`config.mk`:
```
export PLATFORM = sky130hd
export DESIGN_NAME = pin_qual_filter
export DESIGN_NICKNAME = d
export VERILOG_FILES = /design/src/rtl/pqf_pkg.sv /design/src/rtl/pqf_sync.sv /design/src/rtl/pqf_sample_qual.sv /design/src/rtl/pqf_run_qual.sv /design/src/rtl/pqf_level.sv /design/src/rtl/pin_qual_filter.sv
export SDC_FILE = /design/constraint.sdc
export NUM_CORES = 1
export LEC_CHECK = 0
export BUFFER_PORTS_ARGS = -buffer_cell sky130_fd_sc_hd__buf_2
export CORE_AREA = 4 4 41 43
export CTS_BUF_LIST = sky130_fd_sc_hd__clkbuf_4
export DETAILED_ROUTE_END_ITERATION = 7
export DIE_AREA = 0 0 45 47
export HOLD_SLACK_MARGIN = 0.12
export PLACE_DENSITY = 0.74
export SYNTH_ARGS = -nofsm -noshare
export SYNTH_HDL_FRONTEND = slang
export SYNTH_SLANG_ARGS = --single-unit
```
`constraint.sdc`:
```
create_clock -name clk -period 4.75 [get_ports clk]
set_input_delay 0 -clock clk [delete_from_list [all_inputs] [get_ports clk]]
set_output_delay 0 -clock clk [all_outputs]
set_load 0.1 [all_outputs]
```
`src/rtl/pqf_pkg.sv`:
```
// Shared encodings for the pin qualification filter.
// Assumes the mode field is exactly two bits wide.
package pqf_pkg;
    typedef enum logic [1:0] {
        PQF_TWO   = 2'b00,
        PQF_THREE = 2'b01,
        PQF_RUN   = 2'b10,
        PQF_SPARE = 2'b11
    } pqf_mode_e;
endpackage

```
`src/rtl/pqf_sync.sv`:
```
// Multi-flop synchroniser for one asynchronous bit.
// Assumes STAGES >= 2; output is the last flop of the chain.
module pqf_sync #(
    parameter int STAGES = 2
) (
    input  logic clk,
    input  logic rst_n,
    input  logic d_async,
    output logic q_sync
);
    logic [STAGES-1:0] chain;

    // Shift the raw bit through the flop chain, cleared by reset.
    always_ff @(posedge clk) begin
        if (!rst_n) begin
            chain <= '0;
        end else begin
            chain <= {chain[STAGES-2:0], d_async};
        end
    end

    assign q_sync = chain[STAGES-1];
endmodule

```
`src/rtl/pqf_sample_qual.sv`:
```
// Sample-counting qualifier: keeps a history of strobe samples and asks
// for a level flip once the required number of samples agree.
// Assumes HIST_DEPTH >= 2 so the three-sample rule can be met.
module pqf_sample_qual
    import pqf_pkg::*;
#(
    parameter int HIST_DEPTH = 2
) (
    input  logic      clk,
    input  logic      rst_n,
    input  logic      sample_en,
    input  logic      sync_in,
    input  logic      cur_level,
    input  logic      clear,
    input  pqf_mode_e mode,
    output logic      want_flip
);
    localparam int VW = $clog2(HIST_DEPTH + 1);

    logic [HIST_DEPTH-1:0] hist;
    logic [VW-1:0]         valid;
    logic [VW-1:0]         need;
    logic                  agree;

    // Shift a new sample into the history on each strobe.
    generate
        for (genvar i = 0; i < HIST_DEPTH; i++) begin : g_hist
            always_ff @(posedge clk) begin
                if (!rst_n || clear) begin
                    hist[i] <= 1'b0;
                end else if (sample_en) begin
                    if (i == 0) hist[i] <= sync_in;
                    else        hist[i] <= hist[i-1];
                end
            end
        end
    endgenerate

    // Count how many history entries hold real samples, saturating.
    always_ff @(posedge clk) begin
        if (!rst_n || clear) begin
            valid <= '0;
        end else if (sample_en && valid != VW'(HIST_DEPTH)) begin
            valid <= valid + 1'b1;
        end
    end

    // Number of earlier samples that must match the current one.
    always_comb begin
        need = (mode == PQF_THREE) ? VW'(2) : VW'(1);
    end

    // Check the current sample against the required earlier samples.
    always_comb begin
        agree = (valid >= need);
        for (int i = 0; i < HIST_DEPTH; i++) begin
            if (VW'(i) < need && hist[i] != sync_in) agree = 1'b0;
        end
    end

    // Flip request only on a strobe, with no mode change, towards a new level.
    always_comb begin
        want_flip = sample_en && !clear && agree && (sync_in != cur_level);
    end

    assert_valid_bound_R8: assert property (@(posedge clk) disable iff (!rst_n)
        clear |=> (valid == '0));
endmodule

```
`src/rtl/pqf_run_qual.sv`:
```
// Continuous qualifier: counts strobes while the input differs from the
// filtered level; any clock of agreement restarts the count.
// Assumes 1 <= RUN_STROBES < 2**CNT_W.
module pqf_run_qual #(
    parameter int CNT_W       = 4,
    parameter int RUN_STROBES = 6
) (
    input  logic clk,
    input  logic rst_n,
    input  logic sample_en,
    input  logic sync_in,
    input  logic cur_level,
    input  logic clear,
    output logic want_flip
);
    localparam logic [CNT_W-1:0] LAST = CNT_W'(RUN_STROBES - 1);

    logic [CNT_W-1:0] cnt;
    logic             differ;

    // Input disagrees with the filtered level on this clock.
    always_comb begin
        differ = (sync_in != cur_level);
    end

    // Flip once the final strobe of the window arrives with the input still different.
    always_comb begin
        want_flip = !clear && differ && sample_en && (cnt == LAST);
    end

    // Advance, restart or clear the window count.
    always_ff @(posedge clk) begin
        if (!rst_n || clear || !differ) begin
            cnt <= '0;
        end else if (sample_en) begin
            if (cnt == LAST) cnt <= '0;
            else             cnt <= cnt + 1'b1;
        end
    end

    assert_cnt_in_window_R4: assert property (@(posedge clk) disable iff (!rst_n)
        cnt <= LAST);
    assert_agree_restarts_R4: assert property (@(posedge clk) disable iff (!rst_n)
        (sync_in == cur_level) |=> (cnt == '0));
endmodule

```
`src/rtl/pqf_level.sv`:
```
// Holds the filtered level and raises one-clock edge pulses in the
// cycle the level changes. Assumes flip is a single-cycle request.
module pqf_level (
    input  logic clk,
    input  logic rst_n,
    input  logic flip,
    output logic level,
    output logic rise_pulse,
    output logic fall_pulse
);
    // Toggle the level on request and register matching edge pulses.
    always_ff @(posedge clk) begin
        if (!rst_n) begin
            level      <= 1'b0;
            rise_pulse <= 1'b0;
            fall_pulse <= 1'b0;
        end else begin
            level      <= level ^ flip;
            rise_pulse <= flip && !level;
            fall_pulse <= flip && level;
        end
    end

    assert_pulse_excl_R7: assert property (@(posedge clk) disable iff (!rst_n)
        $onehot0({rise_pulse, fall_pulse}));
    assert_rise_match_R7: assert property (@(posedge clk) disable iff (!rst_n)
        rise_pulse |-> (level && !$past(level)));
    assert_fall_match_R7: assert property (@(posedge clk) disable iff (!rst_n)
        fall_pulse |-> (!level && $past(level)));
endmodule

```
`src/rtl/pin_qual_filter.sv`:
```
// Configurable input noise filter: synchronises one pin and qualifies
// level changes by two-sample, three-sample or continuous agreement.
// Assumes sample_en comes from a prescaler in the same clock domain.
module pin_qual_filter
    import pqf_pkg::*;
#(
    parameter int SYNC_STAGES = 2,
    parameter int HIST_DEPTH  = 2,
    parameter int CNT_W       = 4,
    parameter int RUN_STROBES = 6
) (
    input  logic       clk,
    input  logic       rst_n,
    input  logic       sample_en,
    input  logic       pin_raw,
    input  logic [1:0] mode,
    output logic       level,
    output logic       rise_pulse,
    output logic       fall_pulse
);
    logic      sync_bit;
    logic      mode_chg;
    logic      flip_smp;
    logic      flip_run;
    logic      flip;
    pqf_mode_e mode_e;
    logic [1:0] mode_q;

    assign mode_e = pqf_mode_e'(mode);

    // Remember last clock's mode to detect a switch.
    always_ff @(posedge clk) begin
        if (!rst_n) mode_q <= 2'b00;
        else        mode_q <= mode;
    end

    // A switch of mode this clock clears all qualification state.
    always_comb begin
        mode_chg = (mode != mode_q);
    end

    pqf_sync #(.STAGES(SYNC_STAGES)) u_sync (
        .clk     (clk),
        .rst_n   (rst_n),
        .d_async (pin_raw),
        .q_sync  (sync_bit)
    );

    pqf_sample_qual #(.HIST_DEPTH(HIST_DEPTH)) u_smp (
        .clk       (clk),
        .rst_n     (rst_n),
        .sample_en (sample_en),
        .sync_in   (sync_bit),
        .cur_level (level),
        .clear     (mode_chg),
        .mode      (mode_e),
        .want_flip (flip_smp)
    );

    pqf_run_qual #(.CNT_W(CNT_W), .RUN_STROBES(RUN_STROBES)) u_run (
        .clk       (clk),
        .rst_n     (rst_n),
        .sample_en (sample_en),
        .sync_in   (sync_bit),
        .cur_level (level),
        .clear     (mode_chg),
        .want_flip (flip_run)
    );

    // Pick the flip request of the active mode; spare mode acts as two-sample.
    always_comb begin
        flip = (mode_e == PQF_RUN) ? flip_run : flip_smp;
    end

    pqf_level u_lvl (
        .clk        (clk),
        .rst_n      (rst_n),
        .flip       (flip),
        .level      (level),
        .rise_pulse (rise_pulse),
        .fall_pulse (fall_pulse)
    );

    assert_change_needs_strobe_R5: assert property (@(posedge clk) disable iff (!rst_n)
        (level != $past(level)) |-> $past(sample_en));
    assert_mode_keeps_level_R8: assert property (@(posedge clk) disable iff (!rst_n)
        mode_chg |=> (level == $past(level)));
endmodule

```
==> out/results.txt, run 1 <==
The run finished with clean final reports. For the count of maximum capacitance violations, the log shows 0. When the netlist entered floorplanning its net count stood at 82. The logs give 0.203 mV for the maximum VDD drop and 0 for the final setup violation count.

Setup repair after global routing left no endpoint under its margin. The design draws 230 uW. The critical path class was input pin to register.

The first routing iteration left 5 violations. Top cell type by total area after synthesis: sky130_fd_sc_hd__dfxtp_1. For this run, asynchronously set or reset flops after synthesis account for 0%. Among all flip-flop cells after synthesis, the most frequent one is sky130_fd_sc_hd__dfxtp_1. The logs give 0 for the count of buffers added by post-CTS timing repair for setup and 0 for the antenna diode instance count. The tree is rooted in a sky130_fd_sc_hd__clkbuf_4. STA classifies the critical path startpoint as an input pin. After synthesis, the netlist uses 26 different library cells. The floorplan step defined a die boundary enclosing 2120 um^2. The synthesized design contains 0 enable-type register cells.

In this run the standard cell core region covers 1300 um^2. The worst setup path is captured at a register. The global-route congestion overflow total is 0. In the post-synthesis netlist, the biggest area contributors are sky130_fd_sc_hd__dfxtp_1 43%, sky130_fd_sc_hd__ha_1 8.9%, sky130_fd_sc_hd__xor2_1 5.0%. After clock tree synthesis, the clock-pin slew on the worst setup and hold paths is 0.09 ns. Among all cell types in the netlist, the one instantiated most often is sky130_fd_sc_hd__dfxtp_1.

The run gives 1 as the H-tree depth. TritonCTS built the clock tree. The initial antenna violation count was 0; the power density over the cells was 268 nW/um^2. The biggest fanout along the worst timing path is 4. Dividing the detail-routed wire length by the instance count gives 11.4 um.

The tools report the starting density of the core as 54.0%. Of the post-synthesis cell area, the dominant cell type holds 42.7%. The tools report the sum of negative setup slack as 0 ns.

In the routed layout, each cell is associated on average with a via count of 4.87. The top-level I/O count is 9. The commonest cells after synthesis are 15 x sky130_fd_sc_hd__dfxtp_1, 8 x sky130_fd_sc_hd__nor2_1, 5 x sky130_fd_sc_hd__and2_1, 5 x sky130_fd_sc_hd__ha_1. The total number of nets in the final design is 102, and the area growth from synthesis to layout is 22.1%.

Synthesis produced a netlist whose cell count is 71. Total count of hold-check failures in the final report: 0. The tools report the share of synthesized area occupied by flip-flops and latches as 42.7%. The number of CTS-inserted buffers was 3.

Path type of the worst min-delay path: register to register. The area fraction in compound gates after synthesis is 12.1%, and the post-synthesis adder-cell area fraction is 8.90%. Count of buffers inserted at the top-level ports: 8.

The mean cell area of the mapped netlist was 9.90 um^2; the number of storage elements in the synthesis netlist was 15. The arrival time at the worst endpoint is 2.04 ns, and the share of the synthesized netlist area taken by xor and xnor gates is 7.47%. The required time of the critical path is 4.96 ns. Multiplexer cells account for 2.85% of the synthesized area.

The overall global routing resource usage came out at 15.0%. The routed wire length is 1.20 mm, and the leakage power is 0.365 nW. Across all layers, the routed design uses 511 vias. Entering global routing, the biggest net connects 10 pins. In the routed design, unresolved DRC markers number 0.

The run gives 13 as the row count. After synthesis, the largest family of logic cells by area is simple AND/OR/NAND/NOR gates. Of the cells placed in the final design, the portion with a size suffix greater than 1 is 22.2%. The remaining max-slew budget at the tightest pin came out at 67.8%. The count of nets left with antenna violations after detail routing was 0. Routability-driven placement finished with a final weighted congestion of 0.709. The run gives 774 um as the detailed placer's ending HPWL. Derived from the worst setup path, the maximum achievable clock frequency is 0.547 GHz. The total iterations of the first detailed-routing run was 2; the number of global-route vias before repair was 547. The worst path needs 1.83 ns of the cycle, external delays included.

The clock latency at the later pin of the worst-skew pair was 0.28 ns; the first-pass GRT wire length was 2.24 mm. The die is 47 um tall. At the pin with the least slew margin, the transition time is 0.486 ns. Clock tree synthesis found a total of 15 sinks. The cell area after synthesis was 703 um^2; the basic-gate share of the synthesized area counting and, or, nand and nor cells was 22.2%.

Dividing the final minimum period by the clock period gives 38.5%. The floorplan die width was 45 um. The tools report the number of slew-limit violations in the final report as 0. In this run the deepest clock path goes through 2 buffers.

Yosys printed 0 warnings. Clock skew on the completed layout was measured at 0.00539 ns. For this run, the share of the core covered by cells in the final layout is 66.0%.
-- final cells by class --
class / instances / area, um^2
Fill cell: 108 / 443
Multi-Input combinational cell: 51 / 377
Sequential cell: 15 / 300
Timing Repair Buffer: 16 / 120
Clock buffer: 3 / 22.5
Tap cell: 15 / 18.8
Inverter: 4 / 15.0
Clock inverter: 1 / 5.00
-- kinds of logic after synthesis --
kind of cell / after synthesis
AOI/OAI and AO/OA: 10
xor gates and xnor gates: 6
adders and majority gates: 5
buffers and inverters: 5
DFF: 15
muxes: 2
and+or+nand+nor: 28
-- critical path, stage by stage --
cell,delay [ns]
sky130_fd_sc_hd__dlygate4sd3_1,0.53
sky130_fd_sc_hd__buf_2,0.14
sky130_fd_sc_hd__nand2b_4,0.16
sky130_fd_sc_hd__ha_1,0.27
sky130_fd_sc_hd__nand2b_1,0.09
sky130_fd_sc_hd__a21oi_1,0.06
sky130_fd_sc_hd__a211o_1,0.23
sky130_fd_sc_hd__a21oi_2,0.17
sky130_fd_sc_hd__ha_1,0.26
sky130_fd_sc_hd__nor2b_1,0.13
-- flip-flops by register name, indices dropped and copies added, names as in the netlist --
register / flops
u_lvl.fall_pulse: 1
u_lvl.level: 1
u_run.cnt: 4
u_smp.valid: 2
u_lvl.rise_pulse: 1
u_smp.hist: 2
u_sync.chain: 2
mode_q: 2
-- layer usage --
metal	vias up	part of all wire, %	global-route usage (%)
met5	-	0	0
li1	276	-	-
met2	9	48	24.3
met1	224	46	18.1
met4	0	1.4	10.5
met3	2	4.3	2.30
-- path summary, 6_finish.rpt --
path | to | start | cells past startpoint | slack (ns)
setup reg to reg | u_lvl.level | u_smp.valid[0] | 8 | 3.05
hold / removal | u_sync.chain[1] | u_sync.chain[0] | 1 | 0.45
setup / recovery | u_lvl.level | mode[1] | 10 | 2.92
hold reg to reg | u_sync.chain[1] | u_sync.chain[0] | 1 | 0.45
-- per-stage QoR --
| stage | instances | worst slack (ns) | hold slack [ns] | cell area, um^2 |
|---|---|---|---|---|
| floorplan | 71 | 2.93 | 0.122 | 703 |
| finish | 105 | 2.92 | 0.447 | 858 |
| global placement | 93 | 3.16 | 0.208 | 751 |
| CTS | 105 | 2.98 | 0.449 | 858 |
| detailed placement | 93 | 3.13 | 0.211 | 751 |
| global route | 105 | 2.80 | 0.479 | 858 |
-- power breakdown --
group | total (mW) | switching [mW] | internal [mW]
Sequential | 0.130 | 0.00163 | 0.128
Combinational | 0.0265 | 0.0124 | 0.0141
Clock | 0.0737 | 0.0425 | 0.0312
-- cells in the final DEF (no fill, tap or decap), types with 2 or more instances in the layout --
cell type	synthesis	final
sky130_fd_sc_hd__a211oi_2	2	2
sky130_fd_sc_hd__a21oi_1	3	3
sky130_fd_sc_hd__and2_1	5	5
sky130_fd_sc_hd__buf_2	0	8
sky130_fd_sc_hd__clkbuf_4	0	3
sky130_fd_sc_hd__dfxtp_1	15	15
sky130_fd_sc_hd__dlygate4sd3_1	0	8
sky130_fd_sc_hd__ha_1	5	5
sky130_fd_sc_hd__inv_1	4	4
sky130_fd_sc_hd__mux2i_1	2	2
sky130_fd_sc_hd__nand2_1	2	2
sky130_fd_sc_hd__nand3_1	2	2
sky130_fd_sc_hd__nand4_1	2	2
sky130_fd_sc_hd__nor2_1	8	8
sky130_fd_sc_hd__nor2b_1	3	3
sky130_fd_sc_hd__xnor2_1	2	2
sky130_fd_sc_hd__xor2_1	4	4
-- what timing repair did --
item / in CTS / in global routing
resized for setup: 0 / 0
hold buffers: 8 / 0
endpoints found under the setup margin: 0 / 0
hold endpoints to repair: 12 / 0
No activity file was read; power rests on OpenSTA's default activity.
==> inputs of run 2 (changes only) <==
- clock period: 4.75 -> 1.85 ns (I/O delays scaled with it)
==> out/results.txt, run 2 (synthesized netlist as in run 1, its figures left out) <==
The run finished with clean final reports. The arrival time at the worst endpoint is 1.93 ns (was 2.04 ns). The path type of the worst min-delay path was input pin to register (was register to register). For the remaining max-slew budget at the tightest pin, the log shows 67.7% (was 67.8%). The number of inserted filler cells in the final layout is 107 (was 108). The run gives 0 (unchanged) as the antenna diode instance count. For the row count, the log shows 13 (unchanged).

Critical path endpoint category: a register (unchanged). The global-route congestion overflow total came out at 0 (unchanged). The longest individual stage delay on the worst path is 0.52 ns (was 0.53 ns).

For the post-place instance area, the log shows 751 um^2 (unchanged). Count of buffers inserted at the top-level ports: 8 (unchanged). The logs give 0.28 ns (about the same) for the clock latency at the later pin of the worst-skew pair and 104 (was 105) for the count of placed standard cells in the final layout, fillers left out.

The top-level I/O count came out at 9 (unchanged). The die height was 47 um (unchanged). Root buffer cell: sky130_fd_sc_hd__clkbuf_4 (unchanged). The clock-pin transition on the worst setup and hold timing paths is 0.09 ns (about the same), and the clock skew after layout is 0.00310 ns (was 0.00539 ns). The floorplan die width is 45 um (unchanged).

For the number of slew-limit violations in the final report, the log shows 0 (unchanged). Total number of nets in the final design: 101 (was 102). The number of CTS-inserted buffers is 3 (unchanged), and the clock sink count is 15 (unchanged).

The tools report the core area as 1300 um^2 (unchanged). The shortest period the worst path allows is 1.71 ns, and the leakage power is 0.370 nW (was 0.365 nW). The worst setup slack after placement was 0.223 ns (was 3.13 ns); the via count of the routed design was 504 (was 511).

The actual transition at the worst max-transition pin is 0.488 ns (was 0.486 ns). The run gives 604 uW (was 230 uW) as the total power consumption of the routed design. The critical path class is input pin to register (unchanged).

Most repeated library cell on the critical path: sky130_fd_sc_hd__ha_1 (unchanged). The ratio of cells with drive above 1 in the final layout works out to 21.3% (was 22.2%). The logs give 2.08 ns (was 4.96 ns) for the required time of the critical path and 0 (unchanged) for the count of maximum capacitance violations. Sum of negative setup slack: 0 ns (unchanged).

Setup repair after global routing left no endpoint under its margin. The maximum number of pins on one net before global-route repair is 10 (unchanged), and the routed wire length is 1.26 mm (was 1.20 mm). The H-tree depth came out at 1 (unchanged). Most frequent cells in the layout: 15 x sky130_fd_sc_hd__dfxtp_1, 8 x sky130_fd_sc_hd__nor2_1, 7 x sky130_fd_sc_hd__dlygate4sd3_1, 7 x sky130_fd_sc_hd__buf_2 (was 15 x sky130_fd_sc_hd__dfxtp_1, 8 x sky130_fd_sc_hd__nor2_1, 8 x sky130_fd_sc_hd__dlygate4sd3_1, 8 x sky130_fd_sc_hd__buf_2). The final setup violation count is 0 (unchanged). The most common library cell in the layout ignoring fill and taps is sky130_fd_sc_hd__dfxtp_1 (unchanged). The total count of hold-check failures in the final report came out at 0 (unchanged). The logs give 0.142 ns (was 2.92 ns) for the final worst setup slack and 2120 um^2 (unchanged) for the area enclosed by the die boundary. The tools report the maximum VDD drop as 0.552 mV (was 0.203 mV). Static timing analysis puts the maximum clock frequency at 0.585 GHz. The overall global routing resource usage came out at 14.4% (was 15.0%). The design area is 858 um^2 (unchanged), and the number of remaining DRC errors is 0 (unchanged).

The final RePlAce weighted congestion was 0.757 (was 0.709). Biggest fanout along the worst timing path: 4 (unchanged). The initial antenna violation count was 0 (unchanged); the power density over the cells was 704 nW/um^2 (was 268 nW/um^2). The maximum buffer depth of the clock tree is 2 (unchanged), and the number of DRC markers in iteration 0 is 15 (was 5). Area growth from synthesis to layout: 22.1% (unchanged). The first-pass GRT wire length was 2.19 mm (was 2.24 mm). The tools report the total iterations of the first detailed-routing run as 3 (was 2).

The starting density of the core came out at 54.0% (unchanged). Startpoint type of the worst setup path: an input pin (unchanged). The detailed placer's ending HPWL was 890 um (was 774 um). The worst path uses 92.3% of the clock period.

The post-detailed-route via-to-cell ratio was 4.85 (was 4.87); the slack of the worst reg-to-reg path was 0.20 ns (was 3.05 ns). The number of flip-flops in the largest register works out to 4 (unchanged). The register containing the most flip-flops in the final layout is u_run.cnt (unchanged). The count of nets left with antenna violations after detail routing was 0 (unchanged). TritonCTS built the clock tree.

The average routed wire per standard cell was 12.1 um (was 11.4 um); the number of global-route vias before repair was 524 (was 547). The library cell contributing the largest single delay on the critical path is sky130_fd_sc_hd__dlygate4sd3_1 (unchanged). The tools report the total placed cells including tap cells as 93 (unchanged).

Cell breakdown of the critical path: dlygate4sd3_1, buf_2, nand2b_4, ha_1, nand2b_1, a21oi_1, a211o_1, a21oi_2, ha_1, nor2b_1 (unchanged).
-- run 2: path summary, 6_finish.rpt --
| check | from | endpoint | depth (start not counted) |
|---|---|---|---|
| setup / recovery | mode[0] | u_lvl.level | 10 |
| hold / removal | mode[1] | u_smp.valid[1] | 5 |
| setup reg to reg | u_smp.valid[0] | u_lvl.level | 8 |
| hold reg to reg | u_sync.chain[0] | u_sync.chain[1] | 1 |
-- run 2: area by class of cell --
type / count / area [um^2] / area share (%)
Multi-Input combinational cell: 51 / 377 / 43.9
Clock buffer: 4 / 30.0 / 3.50
Sequential cell: 15 / 300 / 35.0
Tap cell: 15 / 18.8 / 2.19
Timing Repair Buffer: 15 / 118 / 13.7
Inverter: 4 / 15.0 / 1.75
-- run 2: stage by stage --
step           util [%]  hold WS (ns)
6_report           66.0         0.435
5_1_grt            66.0         0.480
4_1_cts            66.2         0.446
3_5_place_dp       57.7         0.211
3_3_place_gp       57.7         0.208
2_1_floorplan         -         0.122
-- run 2: timing repair --
item	4_1_cts	5_1_grt
hold buffers	8	0
hold endpoints to repair	12	0
gates resized for setup	0	1
endpoints found under the setup margin	0	1
buffers inserted	0	0
-- run 2: worst max-delay path: cells and delay by family --
kind / cells / cell delay, ns
AOI/OAI and AO/OA: 3 / 0.48
buffers and inverters: 2 / 0.68
adders and majority gates: 2 / 0.51
and+or+nand+nor: 3 / 0.28
-- run 2: layer usage --
metal  track usage (%)  wire length (um)  up-vias
li1                  -                 -      274
met1              18.2               567      219
met2              23.7               622        9
met3              2.30                55        2
met4              7.02                13        0
met5                 0                 0        -
-- run 2: where the power goes --
part / switching, mW / leakage (nW) / internal (mW)
registers: 0.00425 / 0.122 / 0.329
logic: 0.0327 / 0.230 / 0.0357
clock network: 0.104 / 0.0184 / 0.0984
total: 0.141 / 0.370 / 0.463
==> inputs of run 3 (changes only) <==
- CORE_AREA: 4 4 41 43 -> default
- CORE_MARGIN: default -> 4
- CORE_UTILIZATION: default -> 52
- DIE_AREA: 0 0 45 47 -> default
- PLACE_DENSITY: 0.74 -> 0.75
- SYNTH_HIERARCHICAL: default -> 1
- clock period: 1.85 -> 1.4 ns (I/O delays scaled with it)
==> out/results.txt, run 3 <==
The detailed placer's ending HPWL is 1.06 mm (was 890 um), and the number of flip-flops in the largest register is 4 (unchanged). The final RePlAce weighted congestion is 0.751 (was 0.757). Setup repair after global routing could not meet its margin everywhere. The number of enable-type register cells in the synthesized netlist is 0 (unchanged). The shortest period the worst path allows is 1.65 ns. The prevailing post-synth register cell was sky130_fd_sc_hd__dfxtp_1 (unchanged). The number of warnings reported in the yosys synthesis log is 6 (was 0).

Main area contributors after synthesis: sky130_fd_sc_hd__dfxtp_1 41%, sky130_fd_sc_hd__ha_1 8.5%, sky130_fd_sc_hd__xnor2_1 6.0% (was sky130_fd_sc_hd__dfxtp_1 43%, sky130_fd_sc_hd__ha_1 8.9%, sky130_fd_sc_hd__xor2_1 5.0%). The overall global routing resource usage was 16.1% (was 14.4%); the remaining max-slew budget at the tightest pin was 67.6% (was 67.7%). The run gives 40.9% (was 42.7%) as the share of synthesized area occupied by flip-flops and latches. The cell area after synthesis was 734 um^2 (was 703 um^2); the area growth from synthesis to layout was 38.7% (was 22.1%). Post-detailed-route via-to-cell ratio: 5.04 (was 4.85). The biggest fanout along the worst timing path was 2 (was 4).

The run gives 821 uW (was 604 uW) as the total power consumption of the routed design. The critical path class was register to register (was input pin to register). TritonCTS built the clock tree. The core area came out at 1320 um^2 (was 1300 um^2). The achievable frequency is 0.606 GHz, and the starting density of the core is 55.7% (was 54.0%). The routed wire length is 1.46 mm (was 1.26 mm). The path type of the worst min-delay path was input pin to register (unchanged). The number of storage elements in the synthesis netlist came out at 15 (unchanged). The run gives 2 (unchanged) as the maximum buffer depth of the clock tree.

The tools report the worst setup slack after placement as -0.199 ns (was 0.223 ns). The via count of the routed design is 574 (was 504), and the mean cell area of the mapped netlist is 10.2 um^2 (was 9.90 um^2). The clock sink count is 15 (unchanged), and the number of DRC markers in iteration 0 is 3 (was 15).

The number of standard cells after synthesis is 72 (was 71), and the clock latency at the later pin of the worst-skew pair is 0.28 ns (about the same). The logs give 95 (was 107) for the number of inserted filler cells in the final layout and 77.3% (was 66.0%) for the final core utilization. The tools report the startpoint of the lowest-slack hold path as mode[0] (was mode[1]). Launch point of the worst path: u_smp/valid[0] (was mode[0]).

The antenna diode instance count is 0 (unchanged). Most frequent cells in the layout: 13 x sky130_fd_sc_hd__dfxtp_1, 11 x sky130_fd_sc_hd__buf_4, 8 x sky130_fd_sc_hd__buf_2 (was 15 x sky130_fd_sc_hd__dfxtp_1, 8 x sky130_fd_sc_hd__nor2_1, 7 x sky130_fd_sc_hd__dlygate4sd3_1, 7 x sky130_fd_sc_hd__buf_2). Floorplan die width: 45.6 um (was 45 um).

The number of CTS-inserted buffers came out at 3 (unchanged). The required time of the critical path is 1.57 ns (was 2.08 ns), and the final critical-path share of the clock period is 118%. The total number of nets in the final design was 111 (was 101); the fraction of registers with async set or reset after synthesis was 0% (unchanged). Synth top cells by count: 15 x sky130_fd_sc_hd__dfxtp_1, 7 x sky130_fd_sc_hd__nor2_1, 6 x sky130_fd_sc_hd__inv_1 (was 15 x sky130_fd_sc_hd__dfxtp_1, 8 x sky130_fd_sc_hd__nor2_1, 5 x sky130_fd_sc_hd__and2_1, 5 x sky130_fd_sc_hd__ha_1).

The tools report the critical path endpoint category as a register (unchanged). The number of global-route vias before repair is 575 (was 524), and the clock-pin transition on the worst setup and hold timing paths is 0.09 ns (about the same). The global-route congestion overflow total came out at 0 (unchanged).

The tools report the startpoint type of the worst setup path as a register (was an input pin). Actual transition at the worst max-transition pin: 0.489 ns (was 0.488 ns). The area enclosed by the die boundary is 2080 um^2 (was 2120 um^2), and the power density over the cells is 806 nW/um^2 (was 704 nW/um^2).

Clock skew after layout: 0.00156 ns (was 0.00310 ns). Total iterations of the first detailed-routing run: 5 (was 3). The run finished, with violations left. For the arrival time at the worst endpoint, the log shows 1.82 ns (was 1.93 ns). The count of maximum capacitance violations was 0 (unchanged).

The tools report the first-pass GRT wire length as 2.35 mm (was 2.19 mm). The logs give 0.694 mV (was 0.552 mV) for the maximum VDD drop and 3 (was 0) for the final setup violation count. The row count is 13 (unchanged).

The logs give 10 (unchanged) for the maximum number of pins on one net before global-route repair and 0 (unchanged) for the total count of hold-check failures in the final report. The distinct cell type count of the synthesized netlist is 29 (was 26), and the initial antenna violation count is 0 (unchanged). The H-tree depth was 1 (unchanged); the count of placed standard cells in the final layout, fillers left out was 114 (was 104).

The tools report the worst flop-to-flop path startpoint as u_smp/valid[0] (was u_smp.valid[0]). The most frequently used cell type in the post-synthesis netlist was sky130_fd_sc_hd__dfxtp_1 (unchanged). The top-level I/O count was 9 (unchanged); the final worst setup slack was -0.249 ns (was 0.142 ns). The die height was 45.6 um (was 47 um). Root buffer cell: sky130_fd_sc_hd__clkbuf_4 (unchanged).

The share of the synthesized area in the top cell type was 40.9% (was 42.7%); the total placed cells including tap cells was 106 (was 93). The post-synth net total came out at 83 (was 82). The final reports fail on setup timing.

The logs give 0 (unchanged) for the number of remaining DRC errors and -0.653 ns (was 0 ns) for the sum of negative setup slack. The count of buffers inserted at the top-level ports is 8 (unchanged). The leakage power is 0.410 nW (was 0.370 nW), and the count of nets left with antenna violations after detail routing is 0 (unchanged).

The average routed wire per standard cell was 12.8 um (was 12.1 um); the number of slew-limit violations in the final report was 0 (unchanged). Most common library cell in the layout ignoring fill and taps: sky130_fd_sc_hd__dfxtp_1 (unchanged). The top cell type by total area after synthesis was sky130_fd_sc_hd__dfxtp_1 (unchanged).

The count of buffers added by post-CTS timing repair for setup was 0 (unchanged). The register containing the most flip-flops in the final layout is u_run/cnt (was u_run.cnt). The ratio of cells with drive above 1 in the final layout came out at 43.4% (was 21.3%).
==> run 3: changes by cell type in the layout (fill, tap and decap cells not counted), moves of 2 or more <==
cell                            previous run  this run
sky130_fd_sc_hd__a211oi_2                  2         0
sky130_fd_sc_hd__a21oi_1                   3         1
sky130_fd_sc_hd__buf_4                     0        11
sky130_fd_sc_hd__dfxtp_1                  15        13
sky130_fd_sc_hd__dlygate4sd3_1             7         4
sky130_fd_sc_hd__ha_1                      5         2
sky130_fd_sc_hd__ha_4                      0         2
sky130_fd_sc_hd__inv_2                     0         2
sky130_fd_sc_hd__nand3_1                   2         0
sky130_fd_sc_hd__nor2b_1                   3         1
sky130_fd_sc_hd__nor2b_4                   0         2
sky130_fd_sc_hd__xnor2_1                   2         5
sky130_fd_sc_hd__xor2_1                    4         1
==> run 3: cell families after synthesis <==
| logic type | after synthesis | share of synthesized area [%] |
|---|---|---|
| simple gates | 28 | 25.0 |
| flops | 15 | 40.9 |
| compound gates | 9 | 10.6 |
| xor+xnor | 6 | 7.15 |
| buf+inv | 6 | 3.07 |
| fa+ha+maj | 5 | 8.52 |
| mux | 3 | 4.77 |
==> run 3: final timing paths <==
| check | endpoint | slack (ns) | depth (start not counted) |
|---|---|---|---|
| worst max register to register | u_lvl/fall_pulse | -0.25 | 8 |
| worst min register to register | u_sync/chain[1] | 0.46 | 1 |
| worst max-delay path | u_lvl/fall_pulse | -0.25 | 8 |
| worst min-delay path | mode_q[0] | 0.14 | 3 |
==> run 3: worst max-delay path, stage by stage, from the launching register on <==
cell                        delay [ns]
sky130_fd_sc_hd__dfxtp_2          0.33
sky130_fd_sc_hd__inv_2            0.07
sky130_fd_sc_hd__ha_4             0.19
sky130_fd_sc_hd__nand2b_4         0.14
sky130_fd_sc_hd__a21oi_4          0.14
sky130_fd_sc_hd__a2111oi_4        0.04
sky130_fd_sc_hd__mux2_4           0.31
sky130_fd_sc_hd__ha_2             0.17
sky130_fd_sc_hd__and2_1           0.16
==> run 3: stage by stage <==
stage / hold WS (ns) / cell area, um^2
detailed placement: 0.223 / 920
CTS: 0.126 / 990
finish: 0.136 / 1020
floorplan: 0.122 / 778
global placement: 0.200 / 920
global route: 0.145 / 1020
==> run 3: repair_timing <==
action                                  in CTS  in global routing
endpoints found under the hold margin        7                  0
endpoints found under the setup margin       3                  3
hold buffers                                 4                  0
resized for setup                            0                  4
==> run 3: layer usage <==
layer / wire (um) / track usage (%) / vias up
li1: - / - / 299
met4: 13 / 8.77 / 0
met1: 577 / 17.1 / 264
met2: 830 / 29.0 / 9
met3: 40 / 3.56 / 2
met5: 0 / 0 / -
==> run 3: power breakdown <==
| part | switching (mW) | internal (mW) | total [mW] |
|---|---|---|---|
| clock network | 0.134 | 0.130 | 0.264 |
| logic | 0.0531 | 0.0649 | 0.118 |
| registers | 0.00556 | 0.433 | 0.439 |
| total | 0.193 | 0.628 | 0.821 |
==> run 3: layout make-up <==
type / instances / area, um^2 / area share (%)
inverters: 6 / 22.5 / 2.21
multi-input cells: 51 / 479 / 47.1
clock buffers: 4 / 30.0 / 2.95
repair buffers: 23 / 163 / 16.0
well taps: 15 / 18.8 / 1.84
flip-flops and latches: 15 / 305 / 30.0
